$ cat src/rtl/refresh_acct_pkg.sv
package refresh_acct_pkg;

  localparam int unsigned BONUS_W = 2;

  // True when the running timer reaches the end of its period this cycle.
  function automatic logic tick_due(logic [31:0] cnt, logic [31:0] period);
    logic [31:0] eff;
    eff = (period == 32'd0) ? 32'd1 : period;
    return (cnt + 32'd1) >= eff;
  endfunction

  // Owed-count arithmetic: add, retire, then clamp at the ceiling.
  function automatic logic [31:0] owed_step(logic [31:0] cur, logic [31:0] add,
                                            logic [31:0] dec, logic [31:0] ceil);
    logic [31:0] s;
    s = cur + add - dec;
    return (s > ceil) ? ceil : s;
  endfunction

endpackage

$ cat src/rtl/refresh_ivt.sv
module refresh_ivt #(
  parameter int PERIOD_W = 16
) (
  input  logic                clk,
  input  logic                rst_n,
  input  logic                run,
  input  logic [PERIOD_W-1:0] period,
  output logic                tick
);
  import refresh_acct_pkg::*;

  logic [PERIOD_W-1:0] cnt_q;

  assign tick = run & tick_due(32'(cnt_q), 32'(period));

  always_ff @(posedge clk or negedge rst_n) begin
    if (!rst_n)   cnt_q <= '0;
    else if (run) cnt_q <= tick ? '0 : cnt_q + 1'b1;
  end
endmodule

$ cat src/rtl/refresh_owed.sv
module refresh_owed #(
  parameter int OWED_MAX  = 8,
  parameter int URGENT_AT = 6,
  parameter int CW        = 4
) (
  input  logic          clk,
  input  logic          rst_n,
  input  logic          sr_active,
  input  logic          exit_evt,
  input  logic          acct_on,
  input  logic [1:0]    bonus,
  input  logic          tick,
  input  logic          ack_take,
  output logic [CW-1:0] owed,
  output logic          urgent
);
  import refresh_acct_pkg::*;

  logic [31:0] add_amt;
  logic [31:0] next_val;

  assign add_amt  = 32'(tick) + ((exit_evt & acct_on) ? 32'(bonus) : 32'd0);
  assign next_val = owed_step(32'(owed), add_amt, 32'(ack_take), 32'(OWED_MAX));
  assign urgent   = (32'(owed) >= 32'(URGENT_AT));

  always_ff @(posedge clk or negedge rst_n) begin
    if (!rst_n)         owed <= '0;
    else if (sr_active) owed <= '0;
    else                owed <= next_val[CW-1:0];
  end
endmodule

$ cat src/rtl/refresh_exit_hold.sv
module refresh_exit_hold #(
  parameter int WAIT_W = 8
) (
  input  logic              clk,
  input  logic              rst_n,
  input  logic              sr_active,
  input  logic [WAIT_W-1:0] wait_len,
  output logic              settled
);
  logic [WAIT_W-1:0] hold_q;

  assign settled = (hold_q == '0);

  always_ff @(posedge clk or negedge rst_n) begin
    if (!rst_n)              hold_q <= '0;
    else if (sr_active)      hold_q <= wait_len;
    else if (hold_q != '0)   hold_q <= hold_q - 1'b1;
  end
endmodule

$ cat src/rtl/refresh_owed_ctrl.sv
module refresh_owed_ctrl #(
  parameter int PERIOD_W  = 16,
  parameter int WAIT_W    = 8,
  parameter int OWED_MAX  = 8,
  parameter int URGENT_AT = 6,
  localparam int CW       = $clog2(OWED_MAX + 1)
) (
  input  logic                clk,
  input  logic                rst_n,
  input  logic                cfg_ref_en,
  input  logic                cfg_cnt_en,
  input  logic [PERIOD_W-1:0] cfg_period,
  input  logic [1:0]          cfg_exit_bonus,
  input  logic [WAIT_W-1:0]   cfg_exit_wait,
  input  logic                sr_active,
  input  logic                ref_ack,
  output logic                ref_req,
  output logic                ref_urgent,
  output logic [CW-1:0]       owed
);
  logic sr_q;
  logic exit_evt;
  logic acct_on;
  logic timer_run;
  logic tick;
  logic settled;
  logic ack_take;

  assign acct_on   = cfg_ref_en | cfg_cnt_en;
  assign timer_run = acct_on & ~sr_active;
  assign exit_evt  = sr_q & ~sr_active;
  assign ref_req   = cfg_ref_en & ~sr_active & settled & (owed != '0);
  assign ack_take  = ref_ack & ref_req;

  always_ff @(posedge clk or negedge rst_n) begin
    if (!rst_n) sr_q <= 1'b0;
    else        sr_q <= sr_active;
  end

  refresh_ivt #(.PERIOD_W(PERIOD_W)) u_ivt (
    .clk(clk), .rst_n(rst_n), .run(timer_run), .period(cfg_period), .tick(tick)
  );

  refresh_owed #(.OWED_MAX(OWED_MAX), .URGENT_AT(URGENT_AT), .CW(CW)) u_owed (
    .clk(clk), .rst_n(rst_n), .sr_active(sr_active), .exit_evt(exit_evt),
    .acct_on(acct_on), .bonus(cfg_exit_bonus), .tick(tick), .ack_take(ack_take),
    .owed(owed), .urgent(ref_urgent)
  );

  refresh_exit_hold #(.WAIT_W(WAIT_W)) u_hold (
    .clk(clk), .rst_n(rst_n), .sr_active(sr_active), .wait_len(cfg_exit_wait),
    .settled(settled)
  );
endmodule

$ cat config.mk
export PLATFORM = sky130hd
export DESIGN_NAME = refresh_owed_ctrl
export DESIGN_NICKNAME = d
export VERILOG_FILES = /design/src/rtl/refresh_acct_pkg.sv /design/src/rtl/refresh_ivt.sv /design/src/rtl/refresh_owed.sv /design/src/rtl/refresh_exit_hold.sv /design/src/rtl/refresh_owed_ctrl.sv
export SDC_FILE = /design/constraint.sdc
export NUM_CORES = 1
export LEC_CHECK = 0
export BUFFER_PORTS_ARGS = -buffer_cell sky130_fd_sc_hd__buf_4
export CAP_MARGIN = 0
export CORE_MARGIN = 3
export CORE_UTILIZATION = 51
export DETAILED_ROUTE_END_ITERATION = 7
export GPL_TIMING_DRIVEN = 0
export PLACE_DENSITY = 0.85
export SYNTH_ARGS = -nofsm -noshare
export SYNTH_HDL_FRONTEND = slang
export SYNTH_SLANG_ARGS = --single-unit
$ cat constraint.sdc
create_clock -name clk -period 4.4 [get_ports clk]
set_input_delay 1.1 -clock clk [delete_from_list [all_inputs] [get_ports clk]]
set_output_delay 1.1 -clock clk [all_outputs]
set_load 0.05 [all_outputs]
== Word level (Yosys, flattened, before mapping) ==
Index checks and enable logic that the tools add are counted.
Storage, ports and cells
  logic and storage cells: 35
  bits of input ports: 32
  register bits after elaboration: 29
Operators by class
  bitwise logic cells: 10
  add/subtract/negate cells: 6
  magnitude comparators: 3
  reductions and logical operators: 5
  muxes and demuxes: 7
Operator list (number)
  1-bit by 32-bit adder with 32-bit output: 1
  4-bit by 32-bit adder with 32-bit output: 1
  32-bit greater-or-equal comparator: 1
  32-bit by 4-bit greater-than comparator with 1-bit output, second input constant: 1
  16-bit two-way mux: 2
  32-bit by 1-bit subtractor with 32-bit output: 1
  16-bit by 1-bit adder with 17-bit output, second input constant: 1
  16-bit by 1-bit adder with 16-bit output, second input constant: 1
  16-bit zero test: 1
  8-bit two-way mux: 2
  1-bit AND: 8
  8-bit zero test: 1
  4-bit two-way mux: 2
  8-bit nonzero test: 1
  8-bit by 1-bit subtractor with 8-bit output, second input constant: 1
  4-bit by 3-bit greater-or-equal comparator with 1-bit output, second input constant: 1
  4-bit nonzero test: 1
  2-bit two-way mux: 1
  2-bit nonzero test: 1
  1-bit NOT: 1
  1-bit OR: 1

== Depth between registers and ports, before layout ==
Gate-level depths: netlist of run 1.
  depth after elaboration: 10
  mapped depth: 25

== Hierarchy ==
A second synthesis of run 1 with hierarchy kept.
Unflattened totals
  cells, all modules: 265
  area total of the unflattened synthesis: 2329.7 um^2
By module, submodules not included
  refresh_ivt: instances 1, sequential area each 400.4 um^2, area an instance 1377.6 um^2, cells each 163
  refresh_exit_hold: instances 1, sequential area each 200.2 um^2, area an instance 476.7 um^2, cells each 54
  refresh_owed: instances 1, sequential area each 100.1 um^2, area an instance 396.6 um^2, cells each 40
  refresh_owed_ctrl: instances 1, sequential area each 25.0 um^2, area an instance 78.8 um^2, cells each 8

== Least setup slack after synthesis of run 1 ==
OpenSTA, ideal clock, no wires.
  path type: input to register
  start: input cfg_period[9]
  end: register u_owed.owed[0]
  cell stages on the path: 21
  setup slack: -0.560 ns
  setup time: 0.074 ns
  buffers on the path: 1
  data arrival time: 4.886 ns
  path through: nor4_1 a41o_1 ha_1 nand2b_4 a2111oi_4 nor4b_1 or4b_4 or2_1 buf_2 nand2_1 fa_1 inv_1 fa_1 a21oi_1 nor2_1 nor2_1 ha_1 nand2b_1 a221oi_1 o211ai_1 nor2_1
Between the ends
  cells in the longest elaborated chain, start to end: 10
Ends and longest elaborated chain
  from (decl): line refresh_owed_ctrl.sv:12  | input logic [PERIOD_W-1:0] cfg_period,
  16-bit zero test: line refresh_acct_pkg.sv:8  | eff = (period == 32'd0) ? 32'd1 : period;
  16-bit two-way mux *: line refresh_acct_pkg.sv:8
  32-bit greater-or-equal comparator *: line refresh_acct_pkg.sv:9  | return (cnt + 32'd1) >= eff;
  1-bit AND *: line refresh_ivt.sv:14  | assign tick = run & tick_due(32'(cnt_q), 32'(period));
  1-bit by 32-bit adder with 32-bit output *: line refresh_owed.sv:22  | assign add_amt = 32'(tick) + ((exit_evt & acct_on) ? 32'(bonus) : 32'd0);
  4-bit by 32-bit adder with 32-bit output *: line refresh_acct_pkg.sv:16  | s = cur + add - dec;
  32-bit by 1-bit subtractor with 32-bit output *: line refresh_acct_pkg.sv:16
  32-bit by 4-bit greater-than comparator with 1-bit output: line refresh_acct_pkg.sv:17  | return (s > ceil) ? ceil : s;
  4-bit two-way mux *: line refresh_acct_pkg.sv:17
  4-bit two-way mux *: line refresh_owed.sv:28  | else if (sr_active) owed <= '0;
  to (signal assigned): line refresh_owed.sv:29  | else owed <= next_val[CW-1:0];
  to (decl): line refresh_owed.sv:14  | output logic [CW-1:0] owed,
Mark *: on every way between the ends. The rest lies on a longest branch, timed or not.
A chain may end at the register's enable or synchronous reset.

== Final worst setup path of run 1 ==
  start: input cfg_period[3]
  end: register u_owed.owed[2]
The elaborated chain is that of the path after synthesis.

==> results by group, run 1 <==
Global route
  • Total track usage: 0.2354
  • Vias in the first global route: around 2,200
  • Largest net degree at the start of global routing: 30
  • First-pass GRT wire length: slightly below 10 mm
  • Total gr overflow: 0
  • Initial antenna violation count: 0

Logic synthesis
  • Seq/Total Area, Yosys: 0.3092
  • Yosys Warn Count: 0
  • Asr flop ratio synth: 1.000
  • Post-Syn Instances: ~270
  • Post-Synth XOR/XNOR Area: 0.07836
  • Mapped Nets: approximately 330
  • Mapped Area: between 2000 and 2500 um2
  • Complex-gate fraction of the synthesized area: 0.1450
  • Top_reg_cell synth: dfrtp_1
  • Syn Area/Cell: ~8.6 um2
  • Area leader, netlist: dfrtp_1
  • Largest family of logic cells by synthesized area: simple AND/OR/NAND/NOR gates
  • Post-synthesis mux area share: 0.01812
  • Post-synth EDFFs: 0
  • Synth cell types: a little over 40
  • Top cell type's share of synthesized area: 0.3092
  • Synth Area in Adders: 0.1557
  • Flops & latches, synth: 29
  • Simple-gate share of the synthesized area: 0.2340
  • Synth top area cells: dfrtp_1 (31%), ha_1 (14%), nand2_1 (5.9%)

STA
  • Minimum clock period: just under 5 ns
  • Setup Skew: 0.01252 ns
  • RSZ-0062 raised after global routing: yes
  • Final worst path period share: 1.105
  • Slew headroom: 0.5338
  • Slew @ Worst Pin: 0.6920 ns
  • Final hold vios: 0
  • Fmax: between 200 and 250 MHz
  • Final WS setup: -0.4629 ns
  • # setup viols final: 4
  • Slew Viols, Final: 0

Worst hold path
  • Hold depth: 2
  • Worst Hold Class: flop to flop

Worst setup path
  • Startpoint type of the worst setup path: primary input
  • Crit path kind: primary input to flop
  • CP Capture Type: flop
  • Critical-path cell list: buf_4 -> nor4_4 -> a41o_1 -> ha_1 -> nand2b_4 -> a2111oi_4 -> nor4b_2 -> or4b_4 -> or2_4 -> nand2_2 -> fa_2 -> inv_2 -> fa_2 -> a21oi_2 -> nor2_1 -> nor2_1 -> ha_1 -> nand2b_1 -> a221oi_2 -> o211ai_1 -> nor2_1
  • Slowest CP cell: or4b_4
  • CP required: around 4.6 ns
  • CP Max Fanout: 3
  • CP peak stage delay: around 0.50 ns
  • CP arrival: roughly 5.1 ns
  • Critical path's most frequent cell: nor2_1
  • Worst Reg-to-Reg Cells: 22

Detailed routing
  • DRC Markers: 0
  • Post-DRT Antenna Nets: 0
  • Final wirelength: between 5 and 6 mm
  • DR iter-0 viols: roughly 150
  • Vias: ~2,100
  • Via density per instance: ~5.7
  • DR pass1 iterations: 4
  • Post-DR wirelength/cell: 15.34 um

Clock network
  • H-tree levels: 2
  • Root buf cell: clkbuf_8
  • Clock sink count: 29
  • Worst skew pair latency: a little under 0.3 ns
  • Clock slew at reported path FFs: 0.07 ns
  • TritonCTS clock tree: built
  • CTS Buf Count: 5
  • Clock Tree Buf Depth: 2

Layout
  • Post-Layout Inst Area: about 3000 um2
  • Util after Layout: 0.6820
  • # fillers: 324
  • Final net count: 387
  • Fin cells: between 300 and 400
  • Share of cells above drive strength 1: 0.2744
  • Syn-to-layout area delta: 28.25%
  • Ant diodes: 0

Run status
  • Failing checks: negative setup slack
  • Outcome: finished, violations left

Placement
  • Inst Count DP: approximately 360
  • Routability cong.: around 0.85
  • Post-DP HPWL: 4.105 mm
  • Dpl cell area: approximately 2800 um2
  • PortBufs: 37

Floorplan
  • Die ar.: ~5500 um2
  • Die W: roughly 74 um
  • Rows: 24
  • Core area: 4414 um2
  • Initial core utilization: 0.5317
  • Die Ht: around 74 um
  • IO Count: 38

Power
  • Comb power frac: 0.416
  • Sequential share of power: 0.357
  • Net switching power: ~370 uW
  • Clk pwr share: 0.227
  • P_leak: 1.471 nW
  • Internal: ~600 uW
  • Max IR drop VDD: ~0.20 mV
  • Switching Fraction: 0.3745
  • PD cells: 325.7 nW/um2

Run
  • MaxCap Viol Count: 0
==> per-stage QoR <==
step	TNS, ns	power (mW)	hold slack (ns)	setup slack [ns]
6_report	-1.747	0.9803	0.5609	-0.4629
5_1_grt	-2.388	1.037	0.5905	-0.6231
4_1_cts	-1.270	0.9581	0.5552	-0.3491
3_5_place_dp	-3.030	0.6966	0.5397	-0.7977
3_3_place_gp	-2.754	0.6792	0.5256	-0.7385
2_1_floorplan	-1.296	0.5981	0.4976	-0.3587
==> repair_timing <==
item                                    4_1_cts  5_1_grt
gates resized for setup                      13       12
buffers inserted                              8        4
pin swaps                                     9        8
hold buffers                                  0        0
endpoints found under the setup margin        4        4
cloned                                        0        0
==> registers in the layout, summed over array words and instances (netlist names) <==
register	cells
sr_q	1
u_hold.hold_q	8
u_ivt.cnt_q	16
u_owed.owed	4
==> synth_stat cells (2+ instances only) <==
library cell and instances:
ha_1 26, mux2_2 2, a21oi_1 11, nor4_1 4, nor4b_1 2, nor2_1 20
o21ai_1 7, and4_1 4, and3_1 5, a22o_1 5, o31ai_1 8, nand4_1 6
fa_1 2, nand2b_1 2, nand2_1 37, o21ai_0 8, clkbuf_1 5, a21o_1 5
nor2b_1 5, nand3_1 8, dfrtp_1 29, xnor2_1 12, nor3_1 6, xor2_1 9
inv_1 28, mux2i_1 2
==> power groups by stage <==
stage                     sequential (mW)  clock, mW  combinational (mW)
after floorplan                     0.347          0               0.251
after CTS                           0.348      0.225               0.385
final                               0.350      0.223               0.408
after global routing                0.357      0.232               0.447
after detailed placement            0.343          0               0.354
after global placement              0.340          0               0.339
==> worst paths after layout <==
| kind | to | start | slack, ns |
|---|---|---|---|
| min | u_ivt.cnt_q[10] | u_ivt.cnt_q[10] | 0.56 |
| min in group asynchronous | u_ivt.cnt_q[8] | rst_n | 0.73 |
| max | u_owed.owed[2] | cfg_period[3] | -0.46 |
| max in group asynchronous | u_ivt.cnt_q[4] | rst_n | 3.37 |
| max reg2reg | u_owed.owed[2] | u_ivt.cnt_q[8] | -0.33 |
| min reg2reg | u_ivt.cnt_q[10] | u_ivt.cnt_q[10] | 0.56 |
==> worst max-delay path: cells and delay by family <==
kind,cells,cell delay [ns]
AOI/OAI and AO/OA,5,1.08
buffers and inverters,2,0.17
and+or+nand+nor,10,1.80
adders and majority gates,4,0.94
==> layout make-up <==
class,instances,area [um2],share of cell area
multi-input cells,209,1608,0.5341
flip-flops and latches,29,733.2,0.2436
repair buffers,49,386.6,0.1284
inverters,28,105.1,0.03491
clock buffers,5,68.82,0.02286
well taps,52,65.06,0.02161
plain buffers,5,26.28,0.008728
clock inverters,3,17.52,0.005819
==> cell usage in the layout, fill, tap and decap left out, drive strengths merged <==
master    count
nor3          7
or4b          1
xor2          9
nor3b         1
nand2b        3
nand2        37
and3          5
mux2          2
and4          4
nor2b         5
a2111oi       1
nor4          4
or3           1
o21a          1
o21ai        15
xnor2        12
nor2         20
a21oi        11
buf          50
dfrtp        29
fa            2
clkbuf        9
o211ai        1
nand3         8
a221oi        1
nand4         6
and2          1
or2           1
ha           26
mux2i         2
clkinv        2
o31ai         8
inv          28
a22o          5
a41o          1
clkinvlp      1
a21o          5
nor4b         2
a211oi        1
==> cell families (layout without fill, tap and decap cells) <==
kind of cell,count (synthesis),in the layout
AOI/OAI and AO/OA,50,50
xor gates and xnor gates,21,21
adders and majority gates,28,28
buffers and inverters,35,90
DFF,29,29
muxes,4,4
and+or+nand+nor,106,106
==> per-layer routing <==
| metal | up-vias | share of wire | GRT usage |
|---|---|---|---|
| met5 | - | 0 | 0 |
| met4 | 0 | 0.026 | 0.09054 |
| met3 | 17 | 0.041 | 0.03967 |
| met2 | 49 | 0.51 | 0.4065 |
| met1 | 1025 | 0.42 | 0.2903 |
| li1 | 1057 | - | - |
(Power assumes the default switching activity.)
==> run 2: changes to the inputs <==
--- a/config.mk
+++ b/config.mk
@@ -9,8 +9,10 @@
 export CAP_MARGIN = 0
 export CORE_MARGIN = 3
 export CORE_UTILIZATION = 51
+export CTS_CLUSTER_SIZE = 10
 export DETAILED_ROUTE_END_ITERATION = 7
 export GPL_TIMING_DRIVEN = 0
+export MAX_ROUTING_LAYER = met4
 export PLACE_DENSITY = 0.85
 export SYNTH_ARGS = -nofsm -noshare
 export SYNTH_HDL_FRONTEND = slang
==> run 2 against run 1 <==
Compared with the run above: the run still ends with negative setup slack left; first-iteration DRC count decreased by 16%; design area unchanged; via count increased by 0.79%; global-route usage increased by 0.68 points; flip-flop and latch count unchanged; clock power about the same; non-clock buffer count unchanged; wire length about the same; die area unchanged; register-to-register slack about the same; combinational power about the same; final cell count unchanged; largest cell class unchanged.
==> results by group, run 2 (synthesized netlist as in run 1, its figures left out) <==
Clock network
  • Worst skew pair latency: approximately 0.29 ns
  • Clock Tree Buf Depth: 2
  • Clock slew at reported path FFs: around 0.07 ns
  • Clock sink count: 29
  • H-tree levels: 2
  • TritonCTS clock tree: built
  • CTS Buf Count: 5
  • Hold_buf cts: 0
  • Root buf cell: clkbuf_8

Global route
  • Total gr overflow: 0
  • First-pass GRT wire length: about 10 mm
  • Vias in the first global route: around 2,200
  • Initial antenna violation count: 0
  • Total track usage: 0.2423
  • Largest net degree at the start of global routing: 30

STA
  • Slew headroom: 0.5318
  • Final WS setup: -0.4647 ns
  • Hold Slack: around 0.56 ns
  • Slew Viols, Final: 0
  • Setup Skew: ~0.012 ns
  • Minimum clock period: 4.865 ns
  • RSZ-0062 raised after global routing: yes
  • Final hold vios: 0
  • Final worst path period share: 1.106
  • # setup viols final: 4
  • Slew @ Worst Pin: 0.6949 ns
  • Fmax: between 200 and 250 MHz

Layout
  • Most frequent cells in the layout: buf_4 (44), nand2_1 (35), inv_1 (27)
  • Share of cells above drive strength 1: 0.2744
  • Register name with the most flops: u_ivt.cnt_q
  • Ant diodes: 0
  • Syn-to-layout area delta: 28.25%
  • Largest registers: u_ivt.cnt_q x16, u_hold.hold_q x8, u_owed.owed x4
  • Most common cell after layout, fill and taps aside: buf_4
  • # fillers: about 320
  • Final net count: ~390
  • Max reg flops: 16
  • Post-Layout Inst Area: around 3000 um2

Floorplan
  • Die ar.: approximately 5500 um2
  • Initial core utilization: 0.5317
  • Core area: between 4000 and 5000 um2
  • IO Count: 38
  • Rows: 24
  • Die Ht: 73.84 um
  • Die W: around 74 um

Run status
  • Failing checks: negative setup slack
  • Outcome: finished, violations left

Detailed routing
  • Vias: ~2,200
  • DR iter-0 viols: 130
  • Post-DR wirelength/cell: about 15 um
  • Via density per instance: ~5.7
  • DR pass1 iterations: 4
  • Final wirelength: a little under 6 mm
  • DRC Markers: 0
  • Post-DRT Antenna Nets: 0

Worst setup path
  • CP Max Fanout: 3
  • CP arrival: 5.07 ns
  • Crit path kind: primary input to flop
  • CP Capture Type: flop
  • Startpoint type of the worst setup path: primary input
  • CP required: around 4.6 ns

Power
  • Internal: ~610 uW
  • Switching Fraction: 0.3744
  • Net switching power: 366.9 uW
  • Pwr Total: 980.1 uW
  • P_leak: 1.471 nW
  • Clk pwr share: 0.226
  • PD cells: between 300 and 400 nW/um2
  • Sequential share of power: 0.357
  • Comb power frac: 0.417
  • Max IR drop VDD: around 0.20 mV

Placement
  • PortBufs: 37
  • Pre-CTS setup slack: -0.7977 ns
  • Post-DP HPWL: around 4.1 mm
  • Routability cong.: between 0.8 and 0.9
  • Dpl cell area: ~2800 um2

Run
  • MaxCap Viol Count: 0

Worst hold path
  • Worst Hold Class: flop to flop
run 2: timing repair:
item | CTS | global route
resized for setup | 13 | 12
endpoints found under the setup margin | 4 | 4
setup buffers | 8 | 4
endpoints found under the hold margin | 0 | 0
pin swaps | 9 | 8
run 2: routing by layer:
layer  track usage  part of all wire  vias to the layer above  wire, um
met5             -                 0                        -         0
met4       0.09054             0.022                        0       130
met3       0.03830             0.039                       13       226
met2        0.4065              0.51                       54      2986
met1        0.2912              0.43                     1040      2490
li1              -                 -                     1058         -
run 2: worst max-delay path, stage by stage:
cell	delay [ns]
buf_4	0.13
nor4_4	0.28
a41o_1	0.23
ha_1	0.23
nand2b_4	0.15
a2111oi_4	0.29
nor4b_2	0.10
or4b_4	0.50
or2_4	0.27
nand2_2	0.08
fa_2	0.20
inv_2	0.04
fa_2	0.34
a21oi_2	0.14
nor2_1	0.05
nor2_1	0.17
ha_1	0.17
nand2b_1	0.07
a221oi_2	0.23
o211ai_1	0.19
nor2_1	0.13
run 2: final cells by class:
cell class / instances / area (um2) / share of cell area
clock buffer: 5 / 68.82 / 0.02286
buffer: 5 / 26.28 / 0.008728
sequential: 29 / 733.2 / 0.2436
clock inverter: 3 / 17.52 / 0.005819
tap: 52 / 65.06 / 0.02161
timing repair buffer: 49 / 386.6 / 0.1284
inverter: 28 / 105.1 / 0.03491
multi-input combinational: 209 / 1608 / 0.5341
run 2: power groups by stage:
stage	logic [mW]	registers (mW)	clock network, mW
global route	0.447	0.357	0.232
CTS	0.385	0.348	0.225
finish	0.409	0.350	0.222
floorplan	0.251	0.347	0
detailed placement	0.354	0.343	0
global placement	0.339	0.340	0
run 2: path summary, 6_finish.rpt:
path	from	end	slack (ns)	cells past startpoint
worst max-delay path	cfg_period[3]	u_owed.owed[2]	-0.46	21
worst min-delay path	u_ivt.cnt_q[10]	u_ivt.cnt_q[10]	0.56	2
worst max register to register	u_ivt.cnt_q[8]	u_owed.owed[2]	-0.34	22
worst min register to register	u_ivt.cnt_q[10]	u_ivt.cnt_q[10]	0.56	2
max in group asynchronous	rst_n	u_ivt.cnt_q[4]	3.37	1
min in group asynchronous	rst_n	u_ivt.cnt_q[0]	0.73	1
run 2: metrics by stage:
stage | instances | utilization | setup TNS (ns)
after detailed placement | 362 | 0.6230 | -3.030
final | 380 | 0.6820 | -1.757
after CTS | 377 | 0.6675 | -1.270
after floorplan | 273 | - | -1.296
after global placement | 362 | 0.6230 | -2.754
after global routing | 380 | 0.6820 | -2.388
